## config.mk

```make
export PLATFORM = sky130hd
export DESIGN_NAME = sync_tracker
export DESIGN_NICKNAME = d
export VERILOG_FILES = /design/src/rtl/sync_tracker.sv
export SDC_FILE = /design/constraint.sdc
export NUM_CORES = 1
export LEC_CHECK = 0
export BUFFER_PORTS_ARGS = -buffer_cell sky130_fd_sc_hd__buf_2
export CAP_MARGIN = 25
export CORE_ASPECT_RATIO = 1.75
export CORE_UTILIZATION = 45
export CTS_CLUSTER_DIAMETER = 80
export DETAILED_ROUTE_END_ITERATION = 16
export PLACE_DENSITY_LB_ADDON = 0.15
export SLEW_MARGIN = 20
export SYNTH_ARGS = -nofsm -noshare
export SYNTH_HDL_FRONTEND = slang
export SYNTH_SLANG_ARGS = --single-unit
```

## constraint.sdc

```tcl
create_clock -name clk -period 3.11 [get_ports clk]
set_input_delay 0.1555 -clock clk [delete_from_list [all_inputs] [get_ports clk]]
set_output_delay 0.1555 -clock clk [all_outputs]
set_load 0.005 [all_outputs]
```

## src/rtl/sync_tracker.sv

```systemverilog
module sync_tracker #(
  parameter int LOGN = 7,
  parameter int CNTW = 16
) (
  input  logic            clk,
  input  logic            rst_n,
  input  logic            start,
  input  logic            blk_valid,
  input  logic [LOGN-1:0] up_bin,
  input  logic [LOGN-1:0] dn_bin,
  input  logic [LOGN-1:0] sync_val,
  input  logic [CNTW-1:0] pre_len,
  output logic            found,
  output logic            rejected,
  output logic [LOGN-1:0] sto_o,
  output logic [LOGN-1:0] cfo_o
);
  localparam int N   = 1 << LOGN;
  localparam int QTR = N / 4;

  typedef enum logic [2:0] {ST_IDLE, ST_PRE, ST_SW2, ST_DN1, ST_DN2, ST_DONE, ST_REJ} st_t;

  st_t             st_q;
  logic [LOGN-1:0] ref_q;
  logic [CNTW-1:0] cnt_q;

  function automatic logic near(input logic [LOGN-1:0] a, input logic [LOGN-1:0] b);
    logic [LOGN-1:0] d;
    d = a - b;
    return (d == '0) || (d == LOGN'(1)) || (d == '1);
  endfunction

  logic [LOGN-1:0] sw_tgt;
  logic [LOGN:0]   bin_sum;
  logic [LOGN-2:0] half_mod;
  logic [LOGN-1:0] cfo_n;
  logic [LOGN-1:0] sto_n;

  assign sw_tgt   = ref_q + sync_val;
  assign bin_sum  = {1'b0, ref_q} + {1'b0, dn_bin};
  assign half_mod = bin_sum[LOGN-1:1];
  assign cfo_n    = {half_mod[LOGN-2], half_mod};
  assign sto_n    = cfo_n - ref_q;

  assign found    = (st_q == ST_DONE);
  assign rejected = (st_q == ST_REJ);

  always_ff @(posedge clk or negedge rst_n) begin
    if (!rst_n) begin
      st_q  <= ST_IDLE;
      ref_q <= '0;
      cnt_q <= '0;
      sto_o <= '0;
      cfo_o <= '0;
    end else if (start) begin
      st_q  <= ST_PRE;
      cnt_q <= '0;
    end else if (blk_valid) begin
      case (st_q)
        ST_PRE: begin
          if (cnt_q == '0) begin
            ref_q <= up_bin;
            cnt_q <= CNTW'(1);
          end else if (near(up_bin, sw_tgt)) begin
            st_q <= ST_SW2;
          end else if (near(up_bin, ref_q)) begin
            if (cnt_q >= pre_len) st_q <= ST_REJ;
            else                  cnt_q <= cnt_q + CNTW'(1);
          end else begin
            st_q <= ST_REJ;
          end
        end
        ST_SW2: st_q <= near(up_bin, sw_tgt) ? ST_DN1 : ST_REJ;
        ST_DN1: st_q <= ST_DN2;
        ST_DN2: begin
          st_q  <= ST_DONE;
          cfo_o <= cfo_n;
          sto_o <= sto_n;
        end
        default: st_q <= st_q;
      endcase
    end
  end

  p_range_r7: assert property (@(posedge clk) disable iff (!rst_n)
    found |-> ($signed(cfo_o) >= -QTR && $signed(cfo_o) < QTR));

  p_hold_r9: assert property (@(posedge clk) disable iff (!rst_n)
    ((found || rejected) && !start) |=> ($stable(sto_o) && $stable(cfo_o) && $stable(found) && $stable(rejected)));

  p_found_on_block_r6: assert property (@(posedge clk) disable iff (!rst_n)
    $rose(found) |-> $past(blk_valid));

  p_reject_on_block_r3: assert property (@(posedge clk) disable iff (!rst_n)
    $rose(rejected) |-> $past(blk_valid) && !$past(start));

  p_start_clears_r2: assert property (@(posedge clk) disable iff (!rst_n)
    start |=> (!found && !rejected));
endmodule

```

Word level (Yosys, flattened, before mapping)
Cells that the tools add are included.

cells by class
  multiplexer cells = 15
  bitwise logic cells = 1
  magnitude comparators = 1
  eq/ne operators = 14
  add/sub/neg operators = 6
  reductions and logical operators = 15

operators by type and width
  kind                   number
  $mux 16                7
  $mux 3                 7
  $sub 7x7->7            3
  $add 16x1->16 const B  1
  $ge 16x16->1           1
  $logic_not 16->1       1
  $add 7x7->7            2
  $eq 7x1->1 const B     2
  $eq 7x7->1 const B     2
  $logic_not 7->1        2
  $pmux 3 s4             1
  $eq 3x3->1 const B     3
  $ne 3x3->1 const B     3
  $reduce_and 4->1       2
  $eq 3x2->1 const B     2
  $ne 5x5->1 const B     1
  $reduce_and 5->1       1
  $reduce_bool 5->1      1
  $logic_or 1x1->1       4
  $reduce_bool 2->1      2
  $eq 3x1->1 const B     1
  $reduce_and 3->1       1
  $reduce_bool 3->1      1
  $not 1->1              1

word-level totals
  word-level logic and storage cells = 57
  bits in registers = 39
  input bits = 41

Depth between registers and ports, before layout
  depth after elaboration = 10
  gate-level depth with buffers = 15
  depth with buffers taken out = 14

Worst setup path before layout
No wires, ideal clock.

  kind = register -> register
  start point = register ref_q[0]
  end point = register cnt_q[12]
  required time = 2.987 ns
  buffers on the path = 0
  stages on the path, launching flop included = 13
  data arrival time = 3.089 ns
  slack = -0.101 ns
  cells stage by stage = dfrtp_1 fa_1 ha_1 nor2_1 fa_1 nor2b_1 o211ai_1 a21oi_1 xnor2_1 nor4b_1 mux2_2 or4_1 mux2i_1

on the way
  longest elaborated chain between the ends = 7
  elaborated cells between the ends (all ways) = 16
  classes of those cells = add/sub: 3; eq/ne: 5; reduce/logical: 8

ends and longest elaborated chain
  item                                           line  RTL
  start, declared                                24    logic [LOGN-1:0] ref_q;
  start signal, assigned                         62    ref_q <= up_bin;
  $add 7x7->7                                    39    assign sw_tgt = ref_q + sync_val;
  $sub 7x7->7                                    29    d = a - b;
  $eq 7x1->1 or $logic_not 7->1 (tied branches)  30    return (d == '0) || (d == LOGN'(1)) || (d == '1);
  $logic_or 1x1->1 (2 in a row)                  30
  $ne 3x3->1 (no source line)                    -
  $reduce_and 5->1 (no source line) (*)          -
  end signal, assigned                           68    else cnt_q <= cnt_q + CNTW'(1);
  end, declared                                  25    logic [CNTW-1:0] cnt_q;

Mark *: on every way between the ends. The rest lies on a longest branch, timed or not.
A chain may end at the register's enable or synchronous reset.

Worst setup path in the final report
  start point = register ref_q[0]
  end point = register cnt_q[14]

The elaborated chain is that of the path after synthesis.

==> results.py <==
metrics = {
    "sta": {
        "setup_viol_count_final": 17,
        "holdWs_ps": 124,
        "setup_slack_ps": -113,
        "timing.fmax_mhz": 310,
        "max_slew_margin_pct": 56.8,
        "slew_viol_final": 0,
        "fin_crit_ps": 3220,
        "worst_slew_pin_slew_ps": 643,
        "finalHoldViolCount": 0,
        "setup-tns-final_ps": -885,
        "rsz0062_at_grt": "yes",
        "fin_crit_sh_pct": 104,
        "finClkSkew_ps": 4.60,
    },
    "setup_path": {
        "cp_cell_sequence": "buf_4 > ha_1 > fa_2 > nand2b_4 > a21oi_2 > mux2i_1 > nor2_1 > or3_4 > a211o_4 > or4_4 > mux2i_1",
        "critPathMostFrequentCell": "mux2i_1",
        "critical_path_required_ps": 3270,
        "cpMaxStageDelayCell": "or4_4",
        "cp_max_fo": 6,
        "crit_path_max_incr_delay_ps": 520,
        "arrival_ps": 3380,
        "cp-start-kind": "register",
        "critical_path_class": "register to register",
        "crit_buf_inv": 1,
        "endpoint_kind": "register",
        "path_delay_family": "simple AND/OR/NAND/NOR gates",
    },
    "status": {
        "status": "finished, violations left",
        "violations": "negative setup slack",
    },
    "placed_design": {
        "gp_congestion": 0.842,
        "dp_cells": 587,
        "post_dp_cell_area_um2": 4220,
        "port_buffers": 56,
        "post-dp-hpwl_um": 7030,
    },
    "die": {
        "start_util_pct": 47.1,
        "core_um2": 7670,
        "io_pins": 57,
        "die-area_um2": 8410,
        "dieHeight_um": 121,
        "die_w_um": 69.8,
        "row_count": 42,
    },
    "logic_synthesis": {
        "yosysWarnings": 0,
        "synth_edf_count": 0,
        "synth-seq-cells": 39,
        "syn_avg_cell_area_um2": 8.57,
        "ys_types": 48,
        "async_flop_share_pct": 100,
        "seq_area_frac_synth_pct": 27.0,
        "synth_cells": 422,
        "ys.flop_type": "dfrtp_1",
        "synth_nets": 515,
        "synth_area_um2": 3620,
    },
    "global_route": {
        "antenna_found_initial": 0,
        "gr-total-overflow": 0,
        "grt_pass1_wl_um": 15100,
        "track_usage_pct": 22.2,
        "grt_pass1_vias": 3373,
        "grt_max_degree": 40,
    },
    "detailed_routing": {
        "drt_iter0_markers": 152,
        "ant_nets": 0,
        "drc_errors": 0,
        "via_per_inst": 5.60,
        "drt_first_pass_iters": 4,
        "routedWlPerCell_um": 14.9,
        "finalWirelength_um": 9000,
        "vias": 3376,
    },
    "finish": {
        "stdcell_count": 603,
        "fin_area_um2": 4610,
        "layout_commonest_cell": "buf_2",
        "area_growth_pct": 27.5,
        "num-nets-final": 607,
        "n_antenna_cell": 0,
        "drive_above_1_share_pct": 28.3,
        "final_cell_mix": "56 x buf_2, 53 x nand2_1, 42 x ha_1, 39 x inv_1, 38 x dfrtp_1",
    },
    "clock_tree": {
        "cts.clk_slew.worst_paths_ps": 60,
        "root_buffer": "clkbuf_16",
        "clk-insertion-delay-late_ps": 280,
        "cts_max_path_buffers": 2,
        "cts_buffers": 5,
        "clock_sinks": 39,
        "cts_tree": "done",
        "h-tree-depth": 2,
    },
    "power_and_ir_drop": {
        "ir_drop_mv": 0.418,
        "p_leak_nw": 2.45,
        "totalPowerFinal_mw": 4.31,
        "p_per_area_nw_per_um2": 936,
    },
    "worst_hold_path": {
        "min_path_type": "input pin to register",
    },
    "job": {
        "drv_cap": 0,
    },
}
-- power breakdown --
part           total [mW]  internal [mW]  switching (mW)  leakage, nW
Sequential          0.740          0.645          0.0959        0.507
Combinational        2.99           1.50            1.48         1.86
Clock               0.586          0.378           0.208       0.0838
Total                4.31           2.53            1.79         2.45
-- repair_timing --
item	4_1_cts	5_1_grt
endpoints found under the setup margin	19	20
cloned	0	0
pin swaps	11	16
resized for setup	20	18
hold buffers	0	1
hold endpoints to repair	0	14
setup buffers	4	2
-- Yosys cell counts, drive strengths merged, types with 9 or more instances --
| library cell | number | share of area, % |
|---|---|---|
| a21o | 16 | 3.3 |
| a21oi | 24 | 3.3 |
| and3 | 13 | 2.2 |
| clkbuf | 10 | 1.0 |
| dfrtp | 39 | 27 |
| fa | 9 | 5.0 |
| ha | 43 | 15 |
| inv | 40 | 4.2 |
| mux2i | 11 | 3.0 |
| nand2 | 53 | 5.5 |
| nand2b | 16 | 2.8 |
| nand3 | 11 | 1.5 |
| nand4 | 11 | 1.9 |
| nor2 | 16 | 1.7 |
| o21ai | 22 | 3.0 |
| xnor2 | 13 | 3.1 |
| xor2 | 11 | 2.7 |
-- worst paths after layout --
kind,start,end,slack (ps),depth (start not counted)
hold / removal,up_bin[0],ref_q[0],120,2
setup reg to reg,ref_q[0],cnt_q[14],-110,11
hold reg to reg,sto_o[1],sto_o[1],460,2
min in group asynchronous,rst_n,ref_q[2],330,2
setup / recovery,ref_q[0],cnt_q[14],-110,11
max in group asynchronous,rst_n,sto_o[6],2300,3
-- per-stage QoR --
step           util [%]  setup slack, ps
2_1_floorplan         -            -48.7
3_3_place_gp       55.0             -140
3_5_place_dp       55.0             -213
4_1_cts            58.6             -166
5_1_grt            60.1             -284
6_report           60.1             -113
-- flip-flops by register name (all words and copies together), names as in the netlist --
signal / count
cnt_q: 16
ref_q: 7
sto_o: 7
cfo_o: 6
st_q: 3
-- cell families (layout without fill, tap and decap cells) --
group	Yosys count	in the layout	synth area share (%)
flops	39	39	27.0
compound gates	86	86	15.6
xor+xnor	24	24	5.81
simple gates	155	155	22.2
buf+inv	52	145	5.54
mux	14	14	3.98
fa+ha+maj	52	52	19.9
-- metal layers --
layer	wire (um)	track usage [%]	share of wire (%)
met1	3440	22.9	38
met2	5010	43.4	56
met3	256	2.67	2.8
met4	293	10.1	3.3
met5	0	0	0
-- layout make-up --
cell class	count	area (um2)
Tap cell	88	110
Clock buffer	5	125
Timing Repair Buffer	97	626
Inverter	40	150
Sequential cell	39	977
Multi-Input combinational cell	331	2580
Fill cell	693	3060
Clock inverter	3	43.8
No activity file was read; power rests on OpenSTA's default activity.
